### src/rtl/cts_gate_pkg.sv
package cts_gate_pkg;

  typedef enum logic [1:0] {
    GATE_IDLE     = 2'd0,
    GATE_SENT     = 2'd1,
    GATE_CTS_BACK = 2'd2,
    GATE_TX_WAIT  = 2'd3
  } gate_state_t;

  // The watchdog expires when this tick would bring the count to the limit.
  // A limit of zero is treated as one.
  function automatic logic wd_expired(input logic [15:0] count,
                                      input logic [15:0] limit);
    logic [16:0] next_count;
    next_count = {1'b0, count} + 17'd1;
    return next_count >= {1'b0, limit};
  endfunction

endpackage

### src/rtl/cts_sync_edge.sv
module cts_sync_edge #(
  parameter int STAGES = 2
) (
  input  logic clk,
  input  logic rst_n,
  input  logic cts_async,
  output logic cts_level,
  output logic cts_fell,
  output logic cts_rose
);
  logic [STAGES-1:0] chain;
  logic              level_d;

  genvar g;
  generate
    for (g = 0; g < STAGES; g++) begin : g_stage
      if (g == 0) begin : g_first
        always_ff @(posedge clk) begin
          if (!rst_n) chain[0] <= 1'b0;
          else        chain[0] <= cts_async;
        end
      end else begin : g_next
        always_ff @(posedge clk) begin
          if (!rst_n) chain[g] <= 1'b0;
          else        chain[g] <= chain[g-1];
        end
      end
    end
  endgenerate

  always_ff @(posedge clk) begin
    if (!rst_n) level_d <= 1'b0;
    else        level_d <= chain[STAGES-1];
  end

  assign cts_level = chain[STAGES-1];
  assign cts_fell  = level_d & ~chain[STAGES-1];
  assign cts_rose  = ~level_d & chain[STAGES-1];
endmodule

### src/rtl/cts_watchdog.sv
module cts_watchdog
  import cts_gate_pkg::*;
#(
  parameter int CNT_W = 16
) (
  input  logic             clk,
  input  logic             rst_n,
  input  logic             armed,
  input  logic             tick,
  input  logic [CNT_W-1:0] limit,
  output logic             expire
);
  logic [CNT_W-1:0] count;

  assign expire = armed && tick &&
                  wd_expired(16'(count), 16'(limit));

  always_ff @(posedge clk) begin
    if (!rst_n || !armed) count <= '0;
    else if (tick && !expire) count <= count + 1'b1;
  end
endmodule

### src/rtl/cts_gate_fsm.sv
module cts_gate_fsm
  import cts_gate_pkg::*;
(
  input  logic        clk,
  input  logic        rst_n,
  input  logic        tx_ready,
  input  logic        cts_level,
  input  logic        cts_fell,
  input  logic        cts_rose,
  input  logic        wd_expire,
  input  logic        strobe,
  output logic        open_slot,
  output logic        fire,
  output logic        wd_armed,
  output gate_state_t state
);
  gate_state_t next_state;

  assign open_slot = (state == GATE_IDLE) && tx_ready && cts_level;
  assign fire      = open_slot && strobe;
  assign wd_armed  = (state == GATE_SENT);

  always_comb begin
    next_state = state;
    unique case (state)
      GATE_IDLE:     if (fire) next_state = GATE_SENT;
      GATE_SENT:     if (cts_fell) next_state = GATE_CTS_BACK;
                     else if (wd_expire) next_state = GATE_IDLE;
      GATE_CTS_BACK: if (cts_rose) next_state = GATE_TX_WAIT;
      GATE_TX_WAIT:  if (tx_ready && cts_level) next_state = GATE_IDLE;
      default:       next_state = GATE_TX_WAIT;
    endcase
  end

  always_ff @(posedge clk) begin
    if (!rst_n) state <= GATE_TX_WAIT;
    else        state <= next_state;
  end
endmodule

### src/rtl/cts_tx_gate.sv
module cts_tx_gate
  import cts_gate_pkg::*;
#(
  parameter int DATA_W      = 8,
  parameter int CNT_W       = 16,
  parameter int SYNC_STAGES = 2
) (
  input  logic              clk,
  input  logic              rst_n,
  input  logic              tx_ready,
  input  logic              cts_in,
  input  logic              send_valid,
  input  logic [DATA_W-1:0] send_data,
  input  logic              bit_tick,
  input  logic [CNT_W-1:0]  wd_limit,
  output logic              tx_we,
  output logic [DATA_W-1:0] tx_data,
  output logic              send_ready,
  output logic              overrun,
  output logic              timeout
);
  logic        cts_sync;
  logic        cts_fell;
  logic        cts_rose;
  logic        wd_expire;
  logic        wd_armed;
  logic        fire;
  logic        drop;
  gate_state_t gate_state;

  cts_sync_edge #(.STAGES(SYNC_STAGES)) u_sync (
    .clk       (clk),
    .rst_n     (rst_n),
    .cts_async (cts_in),
    .cts_level (cts_sync),
    .cts_fell  (cts_fell),
    .cts_rose  (cts_rose)
  );

  cts_watchdog #(.CNT_W(CNT_W)) u_wd (
    .clk    (clk),
    .rst_n  (rst_n),
    .armed  (wd_armed),
    .tick   (bit_tick),
    .limit  (wd_limit),
    .expire (wd_expire)
  );

  cts_gate_fsm u_fsm (
    .clk       (clk),
    .rst_n     (rst_n),
    .tx_ready  (tx_ready),
    .cts_level (cts_sync),
    .cts_fell  (cts_fell),
    .cts_rose  (cts_rose),
    .wd_expire (wd_expire),
    .strobe    (send_valid),
    .open_slot (send_ready),
    .fire      (fire),
    .wd_armed  (wd_armed),
    .state     (gate_state)
  );

  assign drop = send_valid && !send_ready;

  always_ff @(posedge clk) begin
    if (!rst_n) begin
      tx_we   <= 1'b0;
      tx_data <= '0;
      overrun <= 1'b0;
      timeout <= 1'b0;
    end else begin
      tx_we   <= fire;
      if (fire) tx_data <= send_data;
      overrun <= drop;
      timeout <= wd_expire && !cts_fell;
    end
  end
endmodule

### config.mk
export PLATFORM = sky130hd
export DESIGN_NAME = cts_tx_gate
export DESIGN_NICKNAME = d
export VERILOG_FILES = /design/src/rtl/cts_gate_pkg.sv /design/src/rtl/cts_sync_edge.sv /design/src/rtl/cts_watchdog.sv /design/src/rtl/cts_gate_fsm.sv /design/src/rtl/cts_tx_gate.sv
export SDC_FILE = /design/constraint.sdc
export NUM_CORES = 1
export LEC_CHECK = 0
export ABC_AREA = 1
export BUFFER_PORTS_ARGS = -buffer_cell sky130_fd_sc_hd__buf_2
export CORE_ASPECT_RATIO = 0.9
export CORE_UTILIZATION = 30
export CTS_CLUSTER_DIAMETER = 80
export DETAILED_ROUTE_END_ITERATION = 12
export SYNTH_ARGS = -nofsm -noshare
export SYNTH_HDL_FRONTEND = slang
export SYNTH_SLANG_ARGS = --single-unit
### constraint.sdc
create_clock -name clk -period 3 [get_ports clk]
set_clock_uncertainty 0.15 [all_clocks]
set_input_delay 0.45 -clock clk [delete_from_list [all_inputs] [get_ports clk]]
set_output_delay 0.45 -clock clk [all_outputs]
set_load 0.03 [all_outputs]
Word level (Yosys, flattened, before mapping) --
Cells that the tools add are included.
Cells by class: equality and inequality tests 7, multiplexer cells 6, bitwise gates (word level) 4, order comparisons 1, add/sub/neg operators 2, shift operators 0, multipliers 0, reductions and logical operators 17, div/mod/pow operators 0
Operators by type and width (number):
- $add 16x1->17 const B | 1
- $ge 17x16->1 | 1
- $add 16x1->16 const B | 1
- $mux 2 | 5
- $logic_and 1x1->1 | 9
- $pmux 2 s4 | 1
- $logic_not 1->1 | 5
- $eq 2x2->1 const B | 2
- $ne 2x2->1 const B | 2
- $reduce_and 4->1 | 1
- $ne 3x3->1 const B | 1
- $and 1x1->1 | 2
- $eq 2x1->1 const B | 1
- $logic_not 2->1 | 1
- $ne 2x1->1 const B | 1
- $not 1->1 | 2
- $logic_or 1x1->1 | 1
Word-level totals: latch bits 0, input bits 30, register bits 32, memories 0, memory bits (writable) 0, output and inout port bits 12, word-level logic and storage cells 46, memory bits (read-only) 0

Depth between registers and ports, before layout --
word-level depth 6, gate-level depth with buffers 21, gate-level depth less buffers 21

By module --
A second synthesis with hierarchy kept.
Unflattened totals: cells, all modules 350, area, all modules 2217.1 um2
Modules (own cells, without submodules):
- cts_watchdog | area an instance 1536.5 um2, sequential area each 320.3 um2, times used 1, cells each 252
- cts_tx_gate | area an instance 430.4 um2, sequential area each 220.2 um2, times used 1, cells each 60
- cts_gate_fsm | area an instance 150.1 um2, sequential area each 40.0 um2, times used 1, cells each 25
- cts_sync_edge | area an instance 100.1 um2, sequential area each 60.1 um2, times used 1, cells each 13

Worst setup path before layout --
No wires, ideal clock.
path type reg2reg, start point reg u_wd.count[0], end point reg u_wd.count[7], clock period less this slack 2.796 ns, arrival time 2.503 ns, path buffers 1, slack 0.204 ns, cell stages (with the launch flop) 22, setup time 0.143 ns, required time 2.707 ns, cells stage by stage dfxtp_1 -> ha_1 -> nand2_2 -> nor2_4 -> nand3_1 -> nor2_1 -> xor2_1 -> inv_1 -> ha_1 -> nand2_1 -> nand2_1 -> nand2_1 -> nand2_1 -> nor2_1 -> nand2_2 -> nor2_2 -> nand2_4 -> nand2_8 -> nand2_8 -> buf_12 -> nand2_2 -> a21oi_2
On the way: cells in the longest elaborated chain, start to end 5, elaborated cells between the ends (all ways) 6, classes of those cells add/sub: 2; order compare: 1; reduce/logical: 3
RTL lines:
- start: declaration | RTL line cts_watchdog.sv:13 | logic [CNT_W-1:0] count;
- start signal: assignment | RTL line cts_watchdog.sv:20 | else if (tick && !expire) count <= count + 1'b1;
- $add 16x1->17 | RTL line cts_gate_pkg.sv:15 | next_count = {1'b0, count} + 17'd1;
- $ge 17x16->1 | RTL line cts_gate_pkg.sv:16 | return next_count >= {1'b0, limit};
- $logic_and 1x1->1 | RTL line cts_watchdog.sv:15 | assign expire = armed && tick &&
- $logic_not 1->1 | RTL line cts_watchdog.sv:20
- $logic_and 1x1->1 | RTL line cts_watchdog.sv:20
Parallel ways exist; a longest one is shown, timed or not. A chain may end at the register's enable or synchronous reset.

Worst setup path in the final report --
start point reg u_wd.count[1], end point reg u_wd.count[5]
Same word-level chain as after synthesis.

==> run_results.csv <==
group,metric,value,unit
drt,drt_iter0_drc,46,
cells_and_area,number_of_nets_in_the_layout,387,
global_route,groute.usage.overall,12.4,%
sta,finalHoldViolations,0,
cells_and_area,finalCoreUtilization,38.8,%
job,timing.max_cap.violations,0,
min_path,worstHoldStart,"cts_in",
place,gpl.final_weighted_congestion,0.818,
global_route,grt_pass1_wl,7380,µm
global_route,grt_antenna_before_repair,0,
cts,cts_max_path_buffers,2,
synth,synth-main-ff-cell,"dfxtp_1",
cts,path_clk_slew,70,ps
global_route,grt_overflow,0,
drt,drt-total-wl,4820,µm
cells_and_area,area.growth.synth_to_final,22.8,%
pwr,total_power_consumption,988,µW
synth,synth_most_common_cell,"nand2_1",
critical_path,r2r_slack,210,ps
cells_and_area,diodes,0,
place,io_buffer_count,41,
synth,post_synth_most_frequent_cells,"nand2_1 (52), inv_1 (37), nand3_1 (37)",
min_path,worst_hold_path.num_cells,3,
cells_and_area,layoutNonFillerInstCount,431,
floorplanning,die-area,7430,µm²
drt,vias_per_cell,4.57,
floorplanning,start_util,31.6,%
synth,synth_fp_nets,338,
run_status,run_status,"finished, final reports clean",
drt,drt-pass1-iter-count,4,
critical_path,worstReg2RegStart,"u_wd.count[1]",
drt,vias,1969,
pwr,leakage,1.27,nW
sta,grt_setup_unrepaired,"no",
critical_path,timing.reg2reg.worst_path_depth,20,
drt,post-route-drc-count,0,
synth,async_flop_share,0,%
synth,top_cells_by_area_in_the_synthesized_netlist,"dfxtp_1 (30%), ha_1 (10%), nand2_1 (9.2%), nand3_1 (8.7%), inv_1 (6.5%)",
place,hpwlAfterDp,3610,µm
place,placedCellCount,420,
floorplanning,die_extent_in_y,81.9,µm
synth,synth.cell_area,2130,µm²
critical_path,worst_ep_required_time,2990,ps
cells_and_area,post_route_cells_drive_above_1_share,31.1,%
pwr,vdd_drop_max,0.172,mV
cts,cts_hold_buffers,0,
floorplanning,placeable_area,6730,µm²
drt,wl_per_cell,11.2,µm
drt,drtAntennaViolNets,0,
synth,post_synth_inst_count,291,
sta,timing.slew.headroom,52.7,%
sta,finalSetupViolCount,0,
synth,synth-edff-count,0,
sta,holdWs,202,ps
sta,min_period,2790,ps
sta,timing_max_transition_violations_final,0,
floorplanning,die_w,90.8,µm
synth,syn_avg_cell_area,7.31,µm²
pwr,pwr_density_cell,379,nW/µm²
sta,clock.fmax,358,MHz
synth,synth_cell_type_count,28,
cts,clockRootBuffer,"clkbuf_8",
cts,h-tree-depth,2,
min_path,timing.hold.worst.class,"in2reg",
floorplanning,std_cell_rows,28,
synth,seq_area_frac_synth,30.1,%
synth,yosys_register_bits,32,
floorplanning,floorplan.io_pins,42,
global_route,grt_pass1_vias,1689,
min_path,min_delay_worst_endpoint,"u_sync.chain[0]",
cts,numClockSinks,32,
synth,yosysWarningCount,0,
critical_path,critical_path.startpoint_type,"register",
global_route,grt_max_degree,20,
critical_path,worst-endpoint-arrival,2780,ps
cts,cts-buffers-inserted,5,
sta,fin_tns_setup,0,ps
critical_path,crit_path_max_fanout,8,
synth,synth_top_cell_by_area,"dfxtp_1",
cells_and_area,final_design_area_no_fill,2610,µm²
cts,clk-insertion-delay-late,270,ps
sta,worst-slew-pin-transition,709,ps
synth,synth_largest_type_area_fraction,30.1,%
sta,min_period_over_period,93.1,%
place,dpl_cell_area,2430,µm²
critical_path,crit_path_end_kind,"register",
place,dpl_worst_slack,145,ps
sta,fin_ws,208,ps
critical_path,reg2reg_to,"u_wd.count[5]",
critical_path,path_class,"reg2reg",
critical_path,worst_setup_path_startpoint,"u_wd.count[1]",
cts,tritoncts_clock_tree,"done",
power by group:
group	switching, mW	total [mW]	internal (mW)
sequential	0.0124	0.450	0.438
clock	0.151	0.398	0.246
combinational	0.0912	0.141	0.0495
total	0.255	0.988	0.733
routing by layer:
metal | vias up | part of all wire (%) | global-route usage [%]
li1 | 1034 | - | -
met1 | 892 | 48 | 15.9
met2 | 37 | 46 | 21.2
met3 | 6 | 4.1 | 3.15
met4 | 0 | 1.3 | 2.58
met5 | - | 0 | 0
cell usage in the layout (no fill, tap or decap), types with 5 or more instances in the layout:
master	instances
a21oi_1	17
a21oi_2	12
buf_2	41
buf_4	6
clkbuf_8	5
dfxtp_1	30
ha_1	16
inv_1	37
inv_2	7
nand2_1	51
nand2_2	14
nand3_1	37
nor2_1	21
xor2_1	12
cells by family (layout without fill, tap and decap cells):
family / count (synthesis) / in the layout / synth area share [%]
AO/OA/AOI/OAI: 32 / 32 / 9.88
XOR/XNOR: 14 / 14 / 5.76
adder cells (fa/ha/maj): 17 / 17 / 10.0
buffers and inverters: 52 / 99 / 10.4
flip-flops: 32 / 32 / 30.1
AND/OR/NAND/NOR: 144 / 147 / 33.9
worst max path at each step:
stage / to / slack (ps) / depth (start not counted)
final: u_wd.count[5] / 210 / 20
after global placement: u_wd.count[3] / 180 / 18
after detailed placement: u_wd.count[0] / 150 / 18
after CTS: u_wd.count[0] / 120 / 18
after global routing: u_wd.count[2] / 7 / 20
after floorplan: u_wd.count[7] / 200 / 21
state kept, by name, summed over array words and instances (netlist names), named ones only:
register and count:
u_wd.count 16, tx_data 8, u_sync.level_d 1, overrun 1
u_fsm.state 1, timeout 1, u_sync.chain 1, u_sync.cts_level 1
tx_we 1
critical path, stage by stage, from the launching register on:
cell and delay (ps):
dfxtp_2 350, ha_2 190, nand2_2 70, nor2_4 100
nand3_1 120, nor2_1 130, xor2_1 150, inv_1 70
ha_1 300, nand2_1 70, nand2_1 40, nand2_1 50
nand2_1 50, nor2_1 120, nand2_2 60, nor2_2 140
nand2_4 110, nand2_8 140, nand2_8 90, nand2_1 100
a21oi_2 50
area by class of cell:
| class | count | area, µm² |
|---|---|---|
| fillers | 735 | 4120 |
| multi-input cells | 210 | 1330 |
| flip-flops and latches | 32 | 643 |
| repair buffers | 47 | 250 |
| inverters | 44 | 165 |
| well taps | 90 | 113 |
| clock buffers | 6 | 72.6 |
| clock inverters | 2 | 35.0 |
what timing repair did:
| item | 4_1_cts | 5_1_grt |
|---|---|---|
| endpoints found under the setup margin | 0 | 18 |
| buffers inserted | 0 | 0 |
| gates resized for setup | 0 | 10 |
No activity file was read; power rests on OpenSTA's default activity.
